<file path="src/rtl/pclk_freq_pkg.sv">
// Package: shared constants, bit positions and types for the frequency calculator.
// Assumes: 32-bit control and post-divider words; bit positions below are fixed.
package pclk_freq_pkg;

    localparam int FREQ_W = 32;
    localparam int REG_W  = 32;

    localparam logic [FREQ_W-1:0] CRYSTAL_HZ   = 32'd26_000_000;
    localparam logic [FREQ_W-1:0] LOWF_HZ      = 32'd32_768;
    localparam int                LOWF_X_SHIFT = 10;   // x1024

    // control word bit positions
    localparam int CTL_PLL_EN  = 0;
    localparam int CTL_REF_LSB = 1;
    localparam int CTL_REF_W   = 2;
    localparam int CTL_LF_EN   = 3;
    localparam int CTL_LF_X    = 4;
    localparam int CTL_BYPASS  = 7;
    localparam logic [CTL_REF_W-1:0] REF_SEL_LOWF = 2'd2;

    // post-divider field positions: index 0 = bus stage, index 1 = peripheral stage
    localparam int N_STAGE = 2;
    localparam int DIV_FLD_W_MAX = 3;

    // clock select codes
    localparam logic [2:0] SEL_NONE    = 3'd0;
    localparam logic [2:0] SEL_PERIPH  = 3'd1;
    localparam logic [2:0] SEL_PER_HI  = 3'd2;
    localparam logic [2:0] SEL_LOWF    = 3'd3;

    typedef enum logic [1:0] {
        ST_IDLE   = 2'd0,
        ST_STAGE1 = 2'd1,
        ST_STAGE2 = 2'd2
    } calc_state_t;

    function automatic int fld_lsb(input int idx);
        return (idx == 0) ? 3 : 6;
    endfunction

    function automatic int fld_w(input int idx);
        return (idx == 0) ? 3 : 2;
    endfunction

endpackage

</file>
<file path="src/rtl/pclk_src_select.sv">
// Module: picks the reference source and the main clock from the control word.
// Assumes: purely combinational; the PLL frequency is computed elsewhere.
module pclk_src_select
    import pclk_freq_pkg::*;
#(
    parameter int W = FREQ_W
) (
    input  logic [REG_W-1:0] ctrl_i,
    input  logic [W-1:0]     pll_hz_i,
    output logic [W-1:0]     ref_hz_o,
    output logic [W-1:0]     main_hz_o
);

    logic [CTL_REF_W-1:0] ref_sel;
    logic                 lf_en;
    logic                 lf_x;
    logic                 use_pll;

    assign ref_sel = ctrl_i[CTL_REF_LSB +: CTL_REF_W];
    assign lf_en   = ctrl_i[CTL_LF_EN];
    assign lf_x    = ctrl_i[CTL_LF_X];
    assign use_pll = ctrl_i[CTL_PLL_EN] && !ctrl_i[CTL_BYPASS];

    // Reference: crystal, low-frequency input (optionally x1024) or nothing.
    always_comb begin
        if (ref_sel != REF_SEL_LOWF) begin
            ref_hz_o = W'(CRYSTAL_HZ);
        end else if (!lf_en) begin
            ref_hz_o = '0;
        end else if (lf_x) begin
            ref_hz_o = W'(LOWF_HZ) << LOWF_X_SHIFT;
        end else begin
            ref_hz_o = W'(LOWF_HZ);
        end
    end

    // Main clock: PLL output only when enabled and not bypassed.
    always_comb begin
        main_hz_o = use_pll ? pll_hz_i : ref_hz_o;
    end

endmodule

</file>
<file path="src/rtl/pclk_div_fields.sv">
// Module: extracts the two divide-by-(field+1) divisors from the post-divider word.
// Assumes: field positions come from the package; divisors are never zero.
module pclk_div_fields
    import pclk_freq_pkg::*;
#(
    parameter int W = FREQ_W
) (
    input  logic [REG_W-1:0] pdiv_i,
    output logic [W-1:0]     bus_dvs_o,
    output logic [W-1:0]     per_dvs_o
);

    logic [W-1:0] dvs [N_STAGE];

    // One extractor per divider stage.
    for (genvar g = 0; g < N_STAGE; g++) begin : g_fld
        localparam int LSB = fld_lsb(g);
        localparam int FW  = fld_w(g);
        logic [FW-1:0] raw;
        assign raw    = pdiv_i[LSB +: FW];
        assign dvs[g] = W'(raw) + W'(1);
    end

    assign bus_dvs_o = dvs[0];
    assign per_dvs_o = dvs[1];

endmodule

</file>
<file path="src/rtl/pclk_seq_div.sv">
// Module: restoring radix-2 unsigned divider, one quotient bit per cycle.
// Assumes: divisor is non-zero; go_i is only honoured while idle; the
// quotient stays valid after fin_o until the next go_i.
module pclk_seq_div #(
    parameter int W = 32
) (
    input  logic         clk,
    input  logic         rst_n,
    input  logic         go_i,
    input  logic [W-1:0] dividend_i,
    input  logic [W-1:0] divisor_i,
    output logic [W-1:0] quot_o,
    output logic         fin_o,
    output logic         run_o
);

    localparam int CW = $clog2(W + 1);

    logic [W-1:0]  rem_q;
    logic [W-1:0]  quo_q;
    logic [W-1:0]  dvs_q;
    logic [CW-1:0] cnt_q;
    logic          run_q;
    logic          fin_q;

    logic [W:0]    shifted;
    logic [W+1:0]  diff;
    logic [W-1:0]  rem_nx;
    logic [W-1:0]  quo_nx;

    // One restoring step: shift in the next dividend bit, try to subtract.
    always_comb begin
        shifted = {rem_q, quo_q[W-1]};
        diff    = {1'b0, shifted} - {2'b00, dvs_q};
        if (!diff[W+1]) begin
            rem_nx = diff[W-1:0];
            quo_nx = {quo_q[W-2:0], 1'b1};
        end else begin
            rem_nx = shifted[W-1:0];
            quo_nx = {quo_q[W-2:0], 1'b0};
        end
    end

    // Load on go, then iterate W steps and pulse fin.
    always_ff @(posedge clk) begin
        if (!rst_n) begin
            rem_q <= '0;
            quo_q <= '0;
            dvs_q <= '0;
            cnt_q <= '0;
            run_q <= 1'b0;
            fin_q <= 1'b0;
        end else begin
            fin_q <= 1'b0;
            if (go_i && !run_q) begin
                quo_q <= dividend_i;
                rem_q <= '0;
                dvs_q <= divisor_i;
                cnt_q <= CW'(W);
                run_q <= 1'b1;
            end else if (run_q) begin
                rem_q <= rem_nx;
                quo_q <= quo_nx;
                cnt_q <= cnt_q - CW'(1);
                if (cnt_q == CW'(1)) begin
                    run_q <= 1'b0;
                    fin_q <= 1'b1;
                end
            end
        end
    end

    assign quot_o = quo_q;
    assign fin_o  = fin_q;
    assign run_o  = run_q;

endmodule

</file>
<file path="src/rtl/pclk_freq_calc.sv">
// Module: top of the frequency calculator. Sequences one shared divider
// through the bus stage and then the peripheral stage, or answers fixed
// selections at once.
// Assumes: start pulses arriving while busy are dropped; results hold until
// the next accepted request finishes.
module pclk_freq_calc
    import pclk_freq_pkg::*;
(
    input  logic              clk,
    input  logic              rst_n,
    input  logic              start_i,
    input  logic [2:0]        clk_sel_i,
    input  logic [REG_W-1:0]  ctrl_i,
    input  logic [REG_W-1:0]  pdiv_i,
    input  logic [FREQ_W-1:0] pll_hz_i,
    output logic              busy_o,
    output logic              done_o,
    output logic [FREQ_W-1:0] freq_hz_o,
    output logic              unsup_o
);

    localparam int W = FREQ_W;

    calc_state_t  state_q;
    logic [W-1:0] per_dvs_q;
    logic [W-1:0] freq_q;
    logic         done_q;
    logic         unsup_q;

    logic [W-1:0] ref_hz;
    logic [W-1:0] main_hz;
    logic [W-1:0] bus_dvs;
    logic [W-1:0] per_dvs;
    logic         div_go;
    logic [W-1:0] div_dividend;
    logic [W-1:0] div_divisor;
    logic [W-1:0] div_quot;
    logic         div_fin;
    logic         div_run;
    logic         sel_divided;
    logic         sel_known;
    logic         accept;

    pclk_src_select #(.W(W)) u_src (
        .ctrl_i    (ctrl_i),
        .pll_hz_i  (pll_hz_i),
        .ref_hz_o  (ref_hz),
        .main_hz_o (main_hz)
    );

    pclk_div_fields #(.W(W)) u_fld (
        .pdiv_i    (pdiv_i),
        .bus_dvs_o (bus_dvs),
        .per_dvs_o (per_dvs)
    );

    pclk_seq_div #(.W(W)) u_div (
        .clk        (clk),
        .rst_n      (rst_n),
        .go_i       (div_go),
        .dividend_i (div_dividend),
        .divisor_i  (div_divisor),
        .quot_o     (div_quot),
        .fin_o      (div_fin),
        .run_o      (div_run)
    );

    // Decode the selection and decide whether a request is taken.
    always_comb begin
        sel_divided = (clk_sel_i == SEL_PERIPH) || (clk_sel_i == SEL_PER_HI);
        sel_known   = sel_divided || (clk_sel_i == SEL_NONE) || (clk_sel_i == SEL_LOWF);
        accept      = (state_q == ST_IDLE) && start_i;
    end

    // Feed the shared divider: main/bus on accept, then bus-result/peripheral.
    always_comb begin
        div_go       = 1'b0;
        div_dividend = main_hz;
        div_divisor  = bus_dvs;
        if (state_q == ST_IDLE) begin
            div_go = accept && sel_divided;
        end else if (state_q == ST_STAGE1) begin
            div_go       = div_fin;
            div_dividend = div_quot;
            div_divisor  = per_dvs_q;
        end
    end

    // Request sequencing, result register and done pulse.
    always_ff @(posedge clk) begin
        if (!rst_n) begin
            state_q   <= ST_IDLE;
            per_dvs_q <= '0;
            freq_q    <= '0;
            done_q    <= 1'b0;
            unsup_q   <= 1'b0;
        end else begin
            done_q <= 1'b0;
            unique case (state_q)
                ST_IDLE: begin
                    if (accept) begin
                        if (sel_divided) begin
                            per_dvs_q <= per_dvs;
                            state_q   <= ST_STAGE1;
                        end else begin
                            freq_q  <= (clk_sel_i == SEL_LOWF) ? W'(LOWF_HZ) : '0;
                            unsup_q <= !sel_known;
                            done_q  <= 1'b1;
                        end
                    end
                end
                ST_STAGE1: begin
                    if (div_fin) state_q <= ST_STAGE2;
                end
                ST_STAGE2: begin
                    if (div_fin) begin
                        freq_q  <= div_quot;
                        unsup_q <= 1'b0;
                        done_q  <= 1'b1;
                        state_q <= ST_IDLE;
                    end
                end
                default: state_q <= ST_IDLE;
            endcase
        end
    end

    assign busy_o    = (state_q != ST_IDLE);
    assign done_o    = done_q;
    assign freq_hz_o = freq_q;
    assign unsup_o   = unsup_q;

endmodule

</file>
<file path="config.mk">
export PLATFORM = sky130hd
export DESIGN_NAME = pclk_freq_calc
export DESIGN_NICKNAME = d
export VERILOG_FILES = /design/src/rtl/pclk_freq_pkg.sv /design/src/rtl/pclk_src_select.sv /design/src/rtl/pclk_div_fields.sv /design/src/rtl/pclk_seq_div.sv /design/src/rtl/pclk_freq_calc.sv
export SDC_FILE = /design/constraint.sdc
export NUM_CORES = 1
export LEC_CHECK = 0
export ABC_AREA = 0
export BUFFER_PORTS_ARGS = -buffer_cell sky130_fd_sc_hd__buf_4
export CAP_MARGIN = 20
export CELL_PAD_IN_SITES_DETAIL_PLACEMENT = 1
export CELL_PAD_IN_SITES_GLOBAL_PLACEMENT = 1
export CORE_ASPECT_RATIO = 2
export CORE_MARGIN = 1.5
export CORE_UTILIZATION = 35
export CTS_CLUSTER_DIAMETER = 150
export DETAILED_ROUTE_END_ITERATION = 6
export GPL_TIMING_DRIVEN = 1
export PLACE_DENSITY = 0.74
export SLEW_MARGIN = 20
export SYNTH_ARGS = -nofsm -noshare
export SYNTH_HDL_FRONTEND = slang
export SYNTH_SLANG_ARGS = --single-unit
</file>
<file path="constraint.sdc">
create_clock -name clk -period 2.6 [get_ports clk]
set_clock_uncertainty 0.1 [all_clocks]
set_input_delay 0.13 -clock clk [delete_from_list [all_inputs] [get_ports clk]]
set_output_delay 0.13 -clock clk [all_outputs]
set_load 0.1 [all_outputs]
</file>
# Yosys cells after proc, flatten, opt, wreduce, memory -nomap -nowiden
# Index checks and enable logic that the tools add are counted.
# Widths: inputs -> output; s select.
dict set report word_totals {
  ff_bits 172
  elab_cells 90
  out_inout_bits 35
}
dict set report classes {
  reduce_logical 21
  n_mux 38
  n_bitwise 2
  n_addsub 4
  n_eq_ne 13
}
# op n
set op_table {}
lappend op_table {{$mux 32} 13}
lappend op_table {{$pmux 32 s2} 1}
lappend op_table {{$sub 33x32->34} 1}
lappend op_table {{$mux 26} 1}
lappend op_table {{$mux 16} 1}
lappend op_table {{$mux 1} 13}
lappend op_table {{$mux 6} 2}
lappend op_table {{$mux 2} 4}
lappend op_table {{$ne 2x2->1 const B} 4}
lappend op_table {{$reduce_and 4->1} 2}
lappend op_table {{$eq 3x2->1 const B} 2}
lappend op_table {{$eq 6x1->1 const B} 1}
lappend op_table {{$pmux 2 s3} 1}
lappend op_table {{$reduce_bool 2->1} 3}
lappend op_table {{$sub 6x1->6 const B} 1}
lappend op_table {{$add 3x1->4 const B} 1}
lappend op_table {{$logic_and 1x1->1} 4}
lappend op_table {{$ne 2x1->1 const B} 2}
lappend op_table {{$pmux 1 s2} 2}
lappend op_table {{$add 2x1->3 const B} 1}
lappend op_table {{$eq 3x1->1 const B} 1}
lappend op_table {{$logic_not 1->1} 3}
lappend op_table {{$logic_not 3->1} 1}
lappend op_table {{$logic_or 1x1->1} 3}
lappend op_table {{9 further kinds} 10}

# Logic depth before layout (Yosys ltp)
# Gate-level depths: netlist of the first run.
dict set report logic_depth {
  word_depth 8
  ltp_mapped 9
}

# Hierarchy
# A second synthesis of the first run with hierarchy kept.
dict set report hier_totals {
  cells_unflattened 1485
  hier_area_um2 10608.9
}
# mod cells_per_inst area_per_inst_um2 n_inst seq_area_each_um2
set modules_own_cells {}
lappend modules_own_cells {pclk_seq_div 817 6058.3 1 2082.0}
lappend modules_own_cells {pclk_freq_calc 519 3472.1 1 1361.3}
lappend modules_own_cells {pclk_src_select 85 599.3 1 0.0}
lappend modules_own_cells {pclk_div_fields 64 479.2 1 0.0}

# Least setup slack after synthesis of the first run
# Ideal clock, no wire load.
dict set report synth_timing {
  path_type {reg-to-reg}
  startpoint {register u_div.dvs_q[3]}
  endpoint {register u_div.rem_q[24]}
  required_ns 2.368
  arrival_time_ns 2.228
  path_slack_ns 0.139
  path_stages_with_launch 9
  period_less_slack_ns 2.461
  path_cell_list {dfxtp_1 inv_1 ha_1 nor2b_1 a221oi_2 nand3_2 a2111oi_1 xnor2_1 a21oi_1}
}
dict set report synth_between {
  elab_chain_cells 2
}
# item line_no
set synth_lines {}
lappend synth_lines {{from (decl)} pclk_seq_div.sv:21} ;# logic [W-1:0] dvs_q;
lappend synth_lines {{from (signal assigned)} pclk_seq_div.sv:58} ;# dvs_q <= divisor_i;
lappend synth_lines {{$sub 33x32->34} pclk_seq_div.sv:34} ;# diff = {1'b0, shifted} - {2'b00, dvs_q};
lappend synth_lines {{$mux 32} pclk_seq_div.sv:35} ;# if (!diff[W+1]) begin
lappend synth_lines {{to (signal assigned)} pclk_seq_div.sv:62} ;# rem_q <= rem_nx;
lappend synth_lines {{to (decl)} pclk_seq_div.sv:19} ;# logic [W-1:0] rem_q;
# No other way between the ends.
# A chain may end at the register's enable or synchronous reset.

# Final worst setup path of the first run
dict set report layout_timing {
  startpoint {register u_div.rem_q[18]}
  endpoint {register u_div.rem_q[8]}
}
dict set report layout_between {
  elab_chain_cells 2
}
# item line_no
set layout_lines {}
lappend layout_lines {{$sub 33x32->34} pclk_seq_div.sv:34}
lappend layout_lines {{$mux 32} pclk_seq_div.sv:35}
# No other way between the ends.

==> flow_metrics.tcl, run 1 <==
set metrics [dict create \
    power_density_nw_per_um2 713 \
    postRouteWirelength_mm 17.9 \
    rsz0062_at_grt "true" \
    die_h_um 179 \
    route.detailed.drc 0 \
    setup_viol 0 \
    drive_gt1_share_pct 22.3 \
    antenna_found_initial 0 \
    h-tree-depth 4 \
    start_util_pct 35.6 \
    maxCapViolCount 0 \
    holdWs_ns 0.00727 \
    grt_max_degree 78 \
    status "complete, no violations" \
    cpPeakStageDelay_ns 0.53 \
    routedWlPerCell_um 17.7 \
    hold_depth 4 \
    cts_buffer_depth 2 \
    vdd_ir_drop_max_v 0.000474 \
    grt_pass1_vias 6053 \
    antennaDiodeCount 0 \
    register_area_um2 2300 \
    fin_util_pct 48.1 \
    drv_slew 0 \
    final_cell_mix "buf_4 (117), dfxtp_1 (113), nand2_1 (85)" \
    tightest_slew_ns 0.695 \
    p_leak_uw 0.00274 \
    dpl_cell_area_um2 6370 \
    path_cells "or4_4 > or3_4 > or3_4 > buf_4 > o211ai_1 > xor2_1 > a21oi_1" \
    io_buffers 83 \
    synth-seq-cells 115 \
    slew_headroom_pct 53.7 \
    ant_nets 0 \
    grt_remaining_overflow 0 \
    dr.pass1.iters 4 \
    async_reset_ff_share_pct 0 \
    holdCritPathClass "in -> reg" \
    design_area_um2 7320 \
    cts_buffers 17 \
    syn_area_per_cell_um2 7.94 \
    fillers 1820 \
    critPathKind "reg -> reg" \
    multi_input_area_um2 2920 \
    gr-usage-all-layers_pct 22.6 \
    area_growth_pct 34.9 \
    crit_fanout 8 \
    die_w_um 91.0 \
    cp_common_cell "or3_4" \
    drtIter0Drc 222 \
    synth-main-ff-cell "dfxtp_1" \
    hold_viol 0 \
    fmax_ghz 0.399 \
    rows 64 \
    final_common_cell "buf_4" \
    synthCells 683 \
    root_buffer "clkbuf_16" \
    tns_ns 0 \
    worstPathRequired_ns 2.76 \
    period_minus_slack_ns 2.50 \
    path_depth 7 \
    r2r_cells 7 \
    clk_latency_ns 0.42 \
    clkSinkCount 115 \
    dp.cells 942 \
    io_pins 137 \
    crit_family "simple AND/OR/NAND/NOR gates" \
    tritoncts "built" \
    dieArea_um2 16300 \
    seq_area_frac_synth_pct 42.5 \
    critPathSlowestCell "or4_4" \
    yosysUniqueCellTypes 52 \
    syn_area_um2 5420 \
    synth_fp_nets 794 \
    core_um2 15200 \
    vias 5580 \
    path_buf_inv 1 \
    clk_pin_slew_ns 0.06 \
    grt_first_pass_wirelength_mm 29.4 \
    post-route-period-util_pct 96.3 \
    post_drt_via_cell_ratio 5.53 \
    place_congestion 0.801 \
    cp-start-kind "flip-flop" \
    arrival_ns 2.67 \
    dp_hpwl_mm 11.8 \
    fin_cells 1009 \
    ys_warn_count 0 \
    synth_edf_count 0 \
    end_kind "flip-flop" \
    fin_nets 909 \
]
[registers in the layout (all words and copies together) (netlist names)]
| name | cells |
|---|---|
| u_div.quot_o | 32 |
| state_q | 2 |
| u_div.run_o | 1 |
| u_div.fin_o | 1 |
| u_div.rem_q | 32 |
| unsup_o | 1 |
| freq_hz_o | 32 |
| done_o | 1 |
| u_div.cnt_q | 6 |
| per_dvs_q | 3 |
| u_div.dvs_q | 4 |
[worst min-delay path, cell delays in order]
cell and delay, ns:
buf_4 0.09, nand2_1 0.05, o211ai_1 0.10, a21oi_1 0.09
[timing repair]
item / in CTS / in global routing
resized for setup: 3 / 11
pin swaps: 0 / 5
endpoints found under the hold margin: 33 / 0
hold buffers: 33 / 0
setup buffers: 0 / 2
endpoints found under the setup margin: 7 / 14
[routing by layer]
layer | vias to the layer above | part of all wire (%) | track usage (%)
met5 | - | 0 | 0
li1 | 2666 | - | -
met2 | 123 | 57 | 45.6
met1 | 2752 | 36 | 21.2
met4 | 0 | 3.1 | 10.3
met3 | 39 | 3.2 | 4.41
[cell usage after synthesis (all sizes together) (4+ instances only)]
cell	number	area, um^2
inv	11	41.3
nor2	34	128
nor3	17	101
nand2	85	319
dfxtp	115	2300
xnor2	18	158
xor2	8	70.1
a21oi	65	325
a211oi	6	45.0
or4	4	33.8
or3	8	50.1
o21ai	64	320
nand3	68	345
nor4	8	50.1
o211ai	9	67.6
buf	5	28.8
nor2b	7	43.8
or2	8	52.6
a31oi	35	219
ha	8	100
a2111oi	4	62.6
clkbuf	51	191
mux2i	4	40.0
nand2b	12	75.1
[metrics by stage]
| stage | total power (uW) | setup slack [ns] |
|---|---|---|
| 3_5_place_dp | 2960 | -0.0691 |
| 6_report | 5220 | 0.0956 |
| 5_1_grt | 5430 | -0.0410 |
| 4_1_cts | 5210 | 0.0344 |
| 2_1_floorplan | 2610 | 0.139 |
| 3_3_place_gp | 2920 | 0.00696 |
[final cells by class]
cell class              instances  share of cell area [%]
flip-flops and latches        115                    31.5
well taps                     198                    3.39
clock buffers                  18                    5.87
inverters                      11                   0.564
repair buffers                152                    17.1
multi-input cells             501                    40.0
clock inverters                14                    1.64
[cell families (layout without fill, tap and decap cells)]
logic type,count (synthesis),count (layout),synth area share (%)
and+or+nand+nor,262,262,23.7
AOI/OAI and AO/OA,200,200,21.8
DFF,115,115,42.5
buffers and inverters,67,195,4.82
xor gates and xnor gates,26,26,4.20
adders and majority gates,9,9,2.22
muxes,4,4,0.738
[worst paths after layout]
kind / from / end / slack [ns]
worst max register to register: u_div.rem_q[18] / u_div.rem_q[8] / 0.1
worst max-delay path: u_div.rem_q[18] / u_div.rem_q[8] / 0.1
worst min register to register: freq_hz_o[23] / freq_hz_o[23] / 0.36
worst min-delay path: pdiv_i[3] / u_div.dvs_q[0] / 0.007
[power by group]
part / switching [uW] / internal (uW) / total [uW]
sequential: 90.1 / 1860 / 1950
clock: 946 / 1240 / 2190
combinational: 626 / 451 / 1080
total: 1660 / 3560 / 5220
No activity file was read; power rests on OpenSTA's default activity.
==> run 2, diff against run 1 <==
--- a/config.mk
+++ b/config.mk
@@ -12,11 +12,11 @@
 export CELL_PAD_IN_SITES_GLOBAL_PLACEMENT = 1
 export CORE_ASPECT_RATIO = 2
 export CORE_MARGIN = 1.5
-export CORE_UTILIZATION = 35
+export CORE_UTILIZATION = 39
 export CTS_CLUSTER_DIAMETER = 150
 export DETAILED_ROUTE_END_ITERATION = 6
 export GPL_TIMING_DRIVEN = 1
-export PLACE_DENSITY = 0.74
+export PLACE_DENSITY_LB_ADDON = 0.1
 export SLEW_MARGIN = 20
 export SYNTH_ARGS = -nofsm -noshare
 export SYNTH_HDL_FRONTEND = slang
==> constraint.sdc (replaced) <==
create_clock -name clk -period 2.8 [get_ports clk]
set_clock_uncertainty 0.1 [all_clocks]
set_input_delay 0.14 -clock clk [delete_from_list [all_inputs] [get_ports clk]]
set_output_delay 0.14 -clock clk [all_outputs]
set_load 0.1 [all_outputs]
==> flow_metrics.tcl, run 2 (synthesis gave the netlist of run 1 again) <==
set metrics [dict create \
    fin_cells 954 \
    p_seq_share_pct 36.5 \
    drive_gt1_share_pct 20.5 \
    final_common_cell "dfxtp_1" \
    root_buffer "clkbuf_16" \
    p_leak_uw 0.00271 \
    holdCritPathClass "in -> reg" \
    final.setup.worst_slack_ns 0.110 \
    drv_slew 0 \
    antenna_found_initial 0 \
    r2r_cells 8 \
    die_w_um 86.4 \
    place_ws_ns 0.0135 \
    hold_depth 4 \
    route.detailed.drc 0 \
    grt_pass1_vias 5932 \
    dieArea_um2 14700 \
    place_congestion 0.834 \
    dr.pass1.iters 6 \
    period_minus_slack_ns 2.69 \
    holdWs_ns 0.0317 \
    switching_power_uw 1520 \
    vias 5474 \
    grt_max_degree 79 \
    worstPathRequired_ns 2.97 \
    h-tree-depth 4 \
    dp_hpwl_mm 11.7 \
    vdd_ir_drop_max_v 0.000436 \
    io_pins 137 \
    tritoncts "built" \
    rows 60 \
    slew_headroom_pct 52.4 \
    clk_latency_ns 0.42 \
    grt_first_pass_wirelength_mm 29.0 \
    p_sw_share_pct 30.6 \
    hold_viol 0 \
    status "complete, no violations" \
    routedWlPerCell_um 18.5 \
    area_growth_pct 32.4 \
    clkSinkCount 115 \
    tightest_slew_ns 0.714 \
    rsz0062_at_grt "false" \
    maxCapViolCount 0 \
    final_cell_mix "dfxtp_1 (114), buf_4 (106), nand2_1 (85)" \
    post_drt_via_cell_ratio 5.74 \
    end_kind "flip-flop" \
    cp-start-kind "flip-flop" \
    critPathKind "reg -> reg" \
    fmax_ghz 0.372 \
    dp.cells 889 \
    p_comb_share_pct 19.2 \
    io_buffers 83 \
    fin_nets 897 \
    antennaDiodeCount 0 \
    drtIter0Drc 206 \
    p_int_uw 3450 \
    clk_pin_slew_ns 0.06 \
    tns_ns 0 \
    power_density_nw_per_um2 692 \
    start_util_pct 40.1 \
    total_power_uw 4970 \
    postRouteWirelength_mm 17.6 \
    crit_fanout 7 \
    arrival_ns 2.86 \
    cts_setup_buffers 0 \
    cts_buffers 17 \
    ant_nets 0 \
    core_um2 13500 \
    clkPwrFrac_pct 44.3 \
    cts_buffer_depth 2 \
    gr-usage-all-layers_pct 25.4 \
    grt_remaining_overflow 0 \
    r2r_setup_slack_ns 0.11 \
    setup_viol 0 \
    post-route-period-util_pct 96.1 \
    die_h_um 170 \
    fillers 1633 \
]
run 2: cell count changes in the layout (fill, tap and decap cells not counted), moves of 2 or more:
cell	delta
clkinvlp_4	-2
nor4_1	+2
a2111oi_1	+2
nor4_2	-2
a2111oi_2	-2
clkinv_4	-2
inv_6	+2
buf_4	-11
bufinv_16	+2
run 2: per-layer routing:
layer | part of all wire (%) | up-vias | track usage [%]
li1 | - | 2639 | -
met1 | 35 | 2681 | 23.9
met2 | 59 | 115 | 50.3
met3 | 3.0 | 39 | 5.11
met4 | 3.2 | 0 | 11.9
met5 | 0 | - | 0
run 2: repair_timing:
action	CTS	global route
hold buffers	33	0
setup endpoints to repair	0	13
hold endpoints to repair	33	0
gates resized for setup	0	7
run 2: layout make-up:
class | count | area [um^2] | share of cell area (%)
repair buffers | 140 | 1150 | 16.0
clock buffers | 17 | 425 | 5.93
clock inverters | 15 | 170 | 2.37
flip-flops and latches | 115 | 2300 | 32.1
multi-input cells | 501 | 2900 | 40.4
inverters | 11 | 41.3 | 0.575
well taps | 155 | 194 | 2.70
run 2: worst paths after layout:
check	from	end
worst max-delay path	u_div.dvs_q[3]	u_div.rem_q[24]
worst max register to register	u_div.dvs_q[3]	u_div.rem_q[24]
worst min-delay path	pll_hz_i[0]	u_div.quot_o[0]
worst min register to register	freq_hz_o[7]	freq_hz_o[7]
run 2: metrics by stage:
stage / cell area [um^2] / utilization (%)
2_1_floorplan: 5420 / -
3_3_place_gp: 6230 / 46.1
3_5_place_dp: 6230 / 46.1
4_1_cts: 7150 / 52.9
5_1_grt: 7180 / 53.1
6_report: 7180 / 53.1
run 2: critical path, stage by stage, from the launching register on:
cell and delay (ns):
dfxtp_1 0.33, inv_1 0.07, ha_1 0.20, or2_0 0.35, a221oi_2 0.33, nand3_2 0.30, a2111oi_1 0.60, xnor2_1 0.18
a21oi_1 0.08
run 2: power groups by stage:
stage	combinational (uW)	clock, uW	sequential [uW]
after CTS	937	2230	1810
after detailed placement	890	0	1850
final	955	2200	1810
after global routing	1040	2300	1830
after global placement	858	0	1840
after floorplan	580	0	1840
==> run 3, diff against run 2 <==
--- a/config.mk
+++ b/config.mk
@@ -16,7 +16,9 @@
 export CTS_CLUSTER_DIAMETER = 150
 export DETAILED_ROUTE_END_ITERATION = 6
 export GPL_TIMING_DRIVEN = 1
+export HOLD_SLACK_MARGIN = 0.05
 export PLACE_DENSITY_LB_ADDON = 0.1
+export RECOVER_POWER = 25
 export SLEW_MARGIN = 20
 export SYNTH_ARGS = -nofsm -noshare
 export SYNTH_HDL_FRONTEND = slang
==> flow_metrics.tcl, run 3 (synthesis gave the netlist of run 1 again) <==
set metrics [dict create \
    rsz0062_at_grt "false" \
    worstPathRequired_ns 2.97 \
    slew_headroom_pct 20.0 \
    dieArea_um2 14700 \
    dp_hpwl_mm 11.7 \
    grt_max_degree 79 \
    antenna_found_initial 0 \
    grt_first_pass_wirelength_mm 29.1 \
    area_growth_pct 30.4 \
    p_leak_uw 0.00257 \
    rows 60 \
    grt_pass1_vias 5950 \
    setup_viol 0 \
    tns_ns 0 \
    crit_fanout 7 \
    postRouteWirelength_mm 17.7 \
    total_power_uw 4970 \
    final_common_cell "dfxtp_1" \
    gr-usage-all-layers_pct 25.6 \
    holdCritPathClass "in -> reg" \
    fmax_ghz 0.372 \
    die_w_um 86.4 \
    core_um2 13500 \
    cts_buffers 17 \
    fin_nets 899 \
    status "complete, no violations" \
    post_drt_via_cell_ratio 5.73 \
    power_density_nw_per_um2 702 \
    clk_pin_slew_ns 0.06 \
    clkSinkCount 115 \
    antennaDiodeCount 0 \
    place_congestion 0.834 \
    h-tree-depth 4 \
    route.detailed.drc 0 \
    routedWlPerCell_um 18.5 \
    die_h_um 170 \
    vdd_ir_drop_max_v 0.000436 \
    tritoncts "built" \
    dpl_cell_area_um2 6230 \
    root_buffer "clkbuf_16" \
    critPathKind "reg -> reg" \
    post-route-period-util_pct 96.1 \
    start_util_pct 40.1 \
    cp-start-kind "flip-flop" \
    io_pins 137 \
    grt_remaining_overflow 0 \
    final_cell_mix "dfxtp_1 (114), nand2_1 (85), buf_4 (72)" \
    drive_gt1_share_pct 16.2 \
    io_buffers 83 \
    vias 5478 \
    clk_latency_ns 0.42 \
    period_minus_slack_ns 2.69 \
    drtIter0Drc 201 \
    dp.cells 889 \
    arrival_ns 2.86 \
    ant_nets 0 \
    drv_slew 0 \
    cts_buffer_depth 2 \
    maxCapViolCount 0 \
    end_kind "flip-flop" \
    fin_cells 956 \
    dr.pass1.iters 4 \
    tightest_slew_ns 1.21 \
    hold_viol 0 \
    design_area_um2 7070 \
]
run 3: cell types whose count changed in the layout (fill, tap and decap cells not counted), sizes merged:
cell | previous run | this run
buf | 107 | 73
clkbuf | 17 | 51
dlygate4sd3 | 33 | 35
run 3: critical path, stage by stage, from the launching register on:
cell,delay [ns]
dfxtp_1,0.33
inv_1,0.07
ha_1,0.20
or2_0,0.34
a221oi_2,0.34
nand3_2,0.29
a2111oi_1,0.61
xnor2_1,0.18
a21oi_1,0.08
run 3: routing by layer:
| metal | up-vias | GRT usage, % | routed length (um) |
|---|---|---|---|
| met2 | 104 | 50.8 | 10400 |
| li1 | 2639 | - | - |
| met4 | 0 | 11.9 | 592 |
| met5 | - | 0 | 0 |
| met1 | 2693 | 23.9 | 6260 |
| met3 | 42 | 5.01 | 452 |
run 3: area by class of cell:
type                       count  area (um^2)
tap                          155          194
inverter                      11         41.3
clock buffer                  17          425
fill                        1655         6440
clock inverter                15          170
timing repair buffer         142         1040
multi-input combinational    501         2900
sequential                   115         2300
run 3: what timing repair did:
action	CTS	global route
endpoints found under the hold margin	36	0
setup endpoints to repair	0	13
setup buffers	0	0
hold buffers	35	0
gates resized for setup	0	7
run 3: where the power goes:
| group | internal (uW) | switching (uW) | total [uW] |
|---|---|---|---|
| Sequential | 1730 | 81.9 | 1810 |
| Clock | 1330 | 863 | 2200 |
| Combinational | 381 | 575 | 956 |
run 3: final timing paths:
path	from	to	slack, ns	cells after the start
max	u_div.dvs_q[3]	u_div.rem_q[24]	0.11	8
min	pll_hz_i[25]	u_div.quot_o[25]	0.06	5
max reg2reg	u_div.dvs_q[3]	u_div.rem_q[24]	0.11	8
min reg2reg	freq_hz_o[20]	freq_hz_o[20]	0.35	2
run 3: metrics by stage:
| step | utilization (%) | setup WS, ns | hold slack [ns] |
|---|---|---|---|
| floorplan | - | 0.339 | 0.192 |
| global placement | 46.1 | 0.144 | 0.329 |
| detailed placement | 46.1 | 0.0135 | 0.335 |
| CTS | 53.1 | 0.00254 | 0.0638 |
| global route | 52.3 | 0.0173 | 0.0753 |
| finish | 52.3 | 0.109 | 0.0643 |
